[config.mk]
export PLATFORM = sky130hd
export DESIGN_NAME = branch_id_unit
export DESIGN_NICKNAME = d
export VERILOG_FILES = /design/src/rtl/branch_pkg.sv /design/src/rtl/bru_fetch_pc.sv /design/src/rtl/bru_ifid.sv /design/src/rtl/bru_resolve.sv /design/src/rtl/branch_id_unit.sv
export SDC_FILE = /design/constraint.sdc
export NUM_CORES = 1
export LEC_CHECK = 0
export CORE_UTILIZATION = 49
export CTS_CLUSTER_DIAMETER = 40
export DETAILED_ROUTE_END_ITERATION = 12
export GPL_ROUTABILITY_DRIVEN = 0
export PLACE_DENSITY = 0.87
export SYNTH_ARGS = -nofsm -noshare
export SYNTH_HDL_FRONTEND = slang
export SYNTH_SLANG_ARGS = --single-unit
[constraint.sdc]
create_clock -name clk_i -period 5.2 [get_ports clk_i]
set_clock_uncertainty 0.15 [all_clocks]
set_input_delay 1.04 -clock clk_i [delete_from_list [all_inputs] [get_ports clk_i]]
set_output_delay 1.04 -clock clk_i [all_outputs]
set_load 0.02 [all_outputs]
[src/rtl/branch_pkg.sv]
package branch_pkg;
  localparam int INSTR_W   = 32;
  localparam int OP_W      = 6;
  localparam int OP_LSB    = 26;
  localparam int OFS_W     = 16;
  localparam int STEP      = INSTR_W / 8;
  localparam logic [OP_W-1:0]    OP_BR_EQ = 6'h04;
  localparam logic [OP_W-1:0]    OP_BR_NE = 6'h05;
  localparam logic [INSTR_W-1:0] NOP_WORD = '0;
endpackage

[src/rtl/bru_fetch_pc.sv]
module bru_fetch_pc
  import branch_pkg::*;
#(
  parameter int               ADDR_W   = 32,
  parameter logic [ADDR_W-1:0] RESET_PC = '0
) (
  input  logic              clk_i,
  input  logic              rst_ni,
  input  logic              take_i,
  input  logic [ADDR_W-1:0] target_i,
  output logic [ADDR_W-1:0] pc_o,
  output logic [ADDR_W-1:0] pc_seq_o
);
  localparam logic [ADDR_W-1:0] PC_STEP = ADDR_W'(STEP);

  logic [ADDR_W-1:0] pc_q;
  logic [ADDR_W-1:0] pc_d;

  assign pc_seq_o = pc_q + PC_STEP;
  assign pc_d     = take_i ? target_i : pc_seq_o;

  always_ff @(posedge clk_i or negedge rst_ni) begin
    if (!rst_ni) pc_q <= RESET_PC;
    else         pc_q <= pc_d;
  end

  assign pc_o = pc_q;
endmodule

[src/rtl/bru_ifid.sv]
module bru_ifid
  import branch_pkg::*;
#(
  parameter int ADDR_W = 32
) (
  input  logic               clk_i,
  input  logic               rst_ni,
  input  logic               squash_i,
  input  logic [INSTR_W-1:0] instr_i,
  input  logic [ADDR_W-1:0]  pc_seq_i,
  output logic [INSTR_W-1:0] instr_o,
  output logic [ADDR_W-1:0]  pc_seq_o
);
  logic [INSTR_W-1:0] instr_q;
  logic [ADDR_W-1:0]  pc_seq_q;

  always_ff @(posedge clk_i or negedge rst_ni) begin
    if (!rst_ni) begin
      instr_q  <= NOP_WORD;
      pc_seq_q <= '0;
    end else begin
      // wrong-path word replaced by a no-op
      instr_q  <= squash_i ? NOP_WORD : instr_i;
      pc_seq_q <= pc_seq_i;
    end
  end

  assign instr_o  = instr_q;
  assign pc_seq_o = pc_seq_q;
endmodule

[src/rtl/bru_resolve.sv]
module bru_resolve
  import branch_pkg::*;
#(
  parameter int ADDR_W = 32,
  parameter int DATA_W = 32
) (
  input  logic [OP_W-1:0]   opcode_i,
  input  logic [OFS_W-1:0]  offset_i,
  input  logic [ADDR_W-1:0] pc_seq_i,
  input  logic [DATA_W-1:0] rs_val_i,
  input  logic [DATA_W-1:0] rt_val_i,
  output logic              take_o,
  output logic [ADDR_W-1:0] target_o
);
  localparam int EXT_W = OFS_W + 2;

  logic              is_eq_br;
  logic              is_ne_br;
  logic              ops_equal;
  logic [ADDR_W-1:0] ofs_ext;

  assign is_eq_br  = (opcode_i == OP_BR_EQ);
  assign is_ne_br  = (opcode_i == OP_BR_NE);
  assign ops_equal = (rs_val_i == rt_val_i);
  assign take_o    = (is_eq_br & ops_equal) | (is_ne_br & ~ops_equal);

  generate
    if (ADDR_W > EXT_W) begin : g_sext
      assign ofs_ext = {{(ADDR_W-EXT_W){offset_i[OFS_W-1]}}, offset_i, 2'b00};
    end else begin : g_trunc
      logic [EXT_W-1:0] ofs_sh;
      assign ofs_sh  = {offset_i, 2'b00};
      assign ofs_ext = ofs_sh[ADDR_W-1:0];
    end
  endgenerate

  // dedicated adder: main ALU is busy until execute
  assign target_o = pc_seq_i + ofs_ext;
endmodule

[src/rtl/branch_id_unit.sv]
module branch_id_unit
  import branch_pkg::*;
#(
  parameter int                ADDR_W   = 32,
  parameter int                DATA_W   = 32,
  parameter logic [ADDR_W-1:0] RESET_PC = '0
) (
  input  logic               clk_i,
  input  logic               rst_ni,
  input  logic [INSTR_W-1:0] fetch_instr_i,
  input  logic [DATA_W-1:0]  id_rs_val_i,
  input  logic [DATA_W-1:0]  id_rt_val_i,
  output logic [ADDR_W-1:0]  fetch_pc_o,
  output logic [INSTR_W-1:0] id_instr_o,
  output logic               redirect_o,
  output logic               flush_o,
  output logic [ADDR_W-1:0]  target_o
);
  logic              take;
  logic [ADDR_W-1:0] target;
  logic [ADDR_W-1:0] if_pc_seq;
  logic [ADDR_W-1:0] id_pc_seq;
  logic [INSTR_W-1:0] id_instr;

  bru_fetch_pc #(.ADDR_W(ADDR_W), .RESET_PC(RESET_PC)) u_pc (
    .clk_i    (clk_i),
    .rst_ni   (rst_ni),
    .take_i   (take),
    .target_i (target),
    .pc_o     (fetch_pc_o),
    .pc_seq_o (if_pc_seq)
  );

  bru_ifid #(.ADDR_W(ADDR_W)) u_ifid (
    .clk_i    (clk_i),
    .rst_ni   (rst_ni),
    .squash_i (take),
    .instr_i  (fetch_instr_i),
    .pc_seq_i (if_pc_seq),
    .instr_o  (id_instr),
    .pc_seq_o (id_pc_seq)
  );

  bru_resolve #(.ADDR_W(ADDR_W), .DATA_W(DATA_W)) u_res (
    .opcode_i (id_instr[OP_LSB +: OP_W]),
    .offset_i (id_instr[OFS_W-1:0]),
    .pc_seq_i (id_pc_seq),
    .rs_val_i (id_rs_val_i),
    .rt_val_i (id_rt_val_i),
    .take_o   (take),
    .target_o (target)
  );

  assign id_instr_o = id_instr;
  assign redirect_o = take;
  assign flush_o    = take;
  assign target_o   = target;
endmodule

Word level (Yosys, flattened, before mapping)
Index checks and enable logic that the tools add are counted.
- output and inout bits: 98
- word-level logic and storage cells: 14
- register bits after elaboration: 96
- multiplexer cells: 2
- $add $sub $neg: 2
- equality and inequality tests: 3
- bitwise logic cells: 4
- operator list (kind ; count):
    $mux W32 ; 2
    $add A32 B3 Y32 const B ; 1
    $add A32 B32 Y32 ; 1
    $eq A32 B32 Y1 ; 1
    $eq A6 B3 Y1 const B ; 2
    $and A1 B1 Y1 ; 2
    $not A1 Y1 ; 1
    $or A1 B1 Y1 ; 1

Longest topological paths before layout
- word-level depth: 5
- depth in mapped cells: 11
- gate-level depth less buffers: 11

Cells and area by module
Synthesis repeated with hierarchy kept, for this count alone.
- cells, all modules: 570
- area total of the unflattened synthesis: 5776.8 um^2
- modules (own cells, without submodules) (module ; cells each ; times used ; area an instance (um^2)):
    bru_resolve ; 271 ; 1 ; 1985.7
    bru_fetch_pc ; 199 ; 1 ; 1959.4
    bru_ifid ; 99 ; 1 ; 1824.2
    branch_id_unit ; 1 ; 1 ; 7.5

Worst setup path after synthesis
Ideal clock, no wire load.
- path kind: input-to-output
- start: in id_rt_val_i[28]
- end: out redirect_o
- path slack: 1.423 ns
- data required time: 4.010 ns
- cell stages on the path: 8
- path buffers: 2
- arrival: 2.587 ns
- path through: xor2_1 -> nor4_1 -> nand2_1 -> o31a_1 -> o21ai_1 -> buf_4 -> inv_1 -> buf_4
- word-level cells in the longest chain between the ends: 4
- ends and longest elaborated chain (what ; line ; RTL):
    start, declared ; branch_id_unit.sv:12 ; input logic [DATA_W-1:0] id_rt_val_i,
    $eq A32 B32 Y1 * ; bru_resolve.sv:24 ; assign ops_equal = (rs_val_i == rt_val_i);
    $not A1 Y1 ; bru_resolve.sv:25 ; assign take_o = (is_eq_br & ops_equal) | (is_ne_br & ~ops_equal);
    $and A1 B1 Y1 ; bru_resolve.sv:25 ;
    $or A1 B1 Y1 * ; bru_resolve.sv:25 ;
    end, declared ; branch_id_unit.sv:15 ; output logic redirect_o,
Every way passes the cells marked *; elsewhere a longest branch is shown, timed or not.

Worst setup path after layout
- start: reg u_ifid.instr_q[8] (netlist: u_ifid.instr_o[8])
- end: out target_o[29]
- word-level cells in the longest chain between the ends: 1
- ends and longest elaborated chain (what ; line ; RTL):
    start, declared ; bru_ifid.sv:14 ; logic [INSTR_W-1:0] instr_q;
    start signal, assigned ; bru_ifid.sv:23 ; instr_q <= squash_i ? NOP_WORD : instr_i;
    $add A32 B32 Y32 ; bru_resolve.sv:38 ; assign target_o = pc_seq_i + ofs_ext;
    end, declared ; branch_id_unit.sv:17 ; output logic [ADDR_W-1:0] target_o
No other way between the ends.

==> reports/results.ini <==
[clock_tree]
clock-root-buffer = clkbuf_16
cts_buffers = 9
h-tree-depth = 3
cts.reportedPaths.clkPinSlew_ps = 70
cts_tree = done
cts_num_sinks = 96
cts_hold_buf = 0
clockBufferDepth = 2
clk_latency_ps = 340

[die]
rows = 38
core_um2 = 10900
die_w_um = 109
die_h_um = 109
die_area_um2 = 11800
ios = 196
start_util_pct = 50.9

[final_layout]
multi_input_comb_area_um2 = 3010
area_growth_pct = 42.5
fin_area_um2 = 7930
ff_latch_area_um2 = 2400
fill_cells = 777
nets = 855
drive_gt1_share_pct = 9.03
num_antenna_cells = 0

[yosys]
synth_top_family_by_area = simple AND/OR/NAND/NOR gates
synthMuxAreaShare_pct = 5.26
synth_commonest_cells = 96 x dfrtp_1, 52 x xor2_1, 43 x nand2_1
synth-compound-area-share_pct = 12.2
avgSynthCellArea_um2 = 10.4
synth-main-ff-cell = dfrtp_1
yosysUniqueCellTypes = 57
synth.most_common_cell = dfrtp_1
synth_seq_area_share_pct = 43.2
yosys.area_share.simple_pct = 16.0
yosysTopAreaCellShare_pct = 43.2
synth_fa_ha_area_share_pct = 7.11
syn_inst = 536
synth_async_sr_flop_share_pct = 100
synth_edf_count = 0
yosysTopAreaCell = dfrtp_1
synthXorXnorAreaFrac_pct = 13.4
synth-seq-cells = 96
yosys_warnings = 0
synth_area_leaders = dfrtp_1 43%, xor2_1 8.2%, ha_1 6.7%
syn-cell-area_um2 = 5560
syn_nets = 665

[grt]
antenna_found_initial = 0
grt_usage_pct = 27.4
grt_pass1_wl_um = 24500
grt-ovfl-total = 0
grt_pass1_vias = 5032
grt_max_degree = 68

[timing]
period_share_pct = 96.1
period_needed_ps = 5000
finalHoldWorstSlack_ps = 252
setup_viol = 0
slew_headroom_pct = 46.4
maxSlewViolCount = 0
tightest_slew_ps = 801
finalHoldViolations = 0
grt_setup_unrepaired = no
fin_ws_ps = 203
clock.fmax_mhz = 200
finalSetupTns_ps = 0

[detailed_routing]
drc = 0
vias_per_cell = 5.56
finalWirelength_um = 15500
postRouteAntennaNets = 0
drt_iter0_drc = 273
routed_wire_length_per_instance_um = 17.8
dr.pass1.iters = 5
vias = 4844

[worst_setup_path]
path_buf_inv = 1
critPathArrivalTime_ps = 3810
path_class = reg2out
cp_slowest_cell = clkdlybuf4s50_1
cp_top_family = compound AO/OA/AOI/OAI gates
crit_start = u_ifid.instr_o[8]
path_max_fanout = 6
max_stage_delay_ps = 640
rr_startpoint = u_ifid.instr_o[8]
crit_path_end_kind = primary output
start_kind = flip-flop
cp.required_ps = 4010
cp_cell_sequence = ha_1 -> nand2_1 -> o21ai_0 -> nor2_1 -> a21oi_1 -> a31o_2 -> a211oi_4 -> o31ai_1 -> xor2_1 -> clkdlybuf4s50_1

[placed_design]
dp.final_hpwl_um = 12000
port-buffer-count = 195
placed_area_um2 = 7620
place_worst_setup_slack_ps = 270

[status]
status = finished, final reports clean

[pwr]
p_leak_nw = 3.46
irDropWorstVdd_v = 0.000386
p_per_area_nw_per_um2 = 588

[hold_path]
hp-start = u_pc.pc_o[1]
hp-class = reg2reg

[job]
maxCapViolations = 0

-- registers in the layout, summed over array words and instances (netlist names) --
register         flops
u_ifid.instr_o      32
u_ifid.pc_seq_o     32
u_pc.pc_o           32
-- placed cells by master, fill, tap and decap left out, types with 2 or more instances in the layout --
cell type	netlist	final
o21a_1	4	4
a31oi_1	3	3
or2_2	2	2
a21o_2	2	2
buf_4	6	3
a21oi_1	31	31
o21bai_1	4	4
nor3_1	7	7
clkbuf_8	0	2
o21ai_0	15	15
a21oi_2	3	3
and4_1	3	3
clkinv_2	0	2
xnor2_1	33	33
o31ai_1	4	4
nand4_1	6	6
clkinvlp_4	0	2
and3_1	8	8
inv_1	17	17
and2_1	35	35
nand2b_1	5	5
nand2_1	43	43
nor4_1	10	10
clkdlybuf4s50_1	0	194
dfrtp_1	96	95
clkbuf_16	0	9
a21o_1	9	9
ha_1	30	30
xor2_1	52	52
a31o_2	2	2
mux2_2	26	26
nand3_1	20	20
nor2_1	20	20
a211oi_1	2	2
-- worst paths after layout --
kind / to / slack, ps / cells past startpoint
max reg2reg: u_pc.pc_o[27] / 2080 / 9
min reg2reg: u_ifid.pc_seq_o[1] / 250 / 0
max: target_o[29] / 200 / 10
min in group asynchronous: u_ifid.instr_o[13] / 550 / 1
min: u_ifid.pc_seq_o[1] / 250 / 0
max in group asynchronous: u_ifid.instr_o[18] / 3270 / 2
-- worst register-to-register path, delay by kind of cell, from the launching register on --
kind,cells,cell delay (ps)
simple gates,2,170
fa+ha+maj,1,430
mux,1,280
compound gates,5,1570
flops,1,400
-- cells by family (layout without fill, tap and decap cells) --
logic type | count (synthesis) | in the layout
buf+inv | 35 | 230
compound gates | 95 | 95
flops | 96 | 96
fa+ha+maj | 31 | 31
simple gates | 168 | 168
xor+xnor | 85 | 85
mux | 26 | 26
-- per-layer routing --
metal	track usage (%)	part of all wire (%)	vias up	wire, um
li1	-	-	2245	-
met1	32.8	40	2349	6270
met2	47.6	51	198	7860
met3	3.86	5.0	52	772
met4	14.2	3.9	0	612
met5	0	0	-	0
-- timing repair --
action                     4_1_cts  5_1_grt
setup buffers                    0        0
setup endpoints to repair        0        1
gates resized for setup          0        1
-- final cells by class --
cell class	instances	share of cell area, %
well taps	140	2.21
clock inverters	5	0.695
multi-input cells	405	38.0
repair buffers	197	24.8
clock buffers	11	3.19
flip-flops and latches	96	30.3
inverters	17	0.805
-- where the power goes --
| group | switching [mW] | internal [mW] |
|---|---|---|
| Clock | 0.281 | 0.397 |
| Combinational | 1.54 | 1.28 |
| Sequential | 0.183 | 0.976 |
-- through the flow --
step                      total power, mW  std cells  util, %
after detailed placement             3.94        855     69.7
after global routing                 4.90        871     72.5
after global placement               3.85        855     69.7
after floorplan                      2.78        536        -
after CTS                            4.65        871     72.5
final                                4.66        871     72.5
No activity file was read; power rests on OpenSTA's default activity.
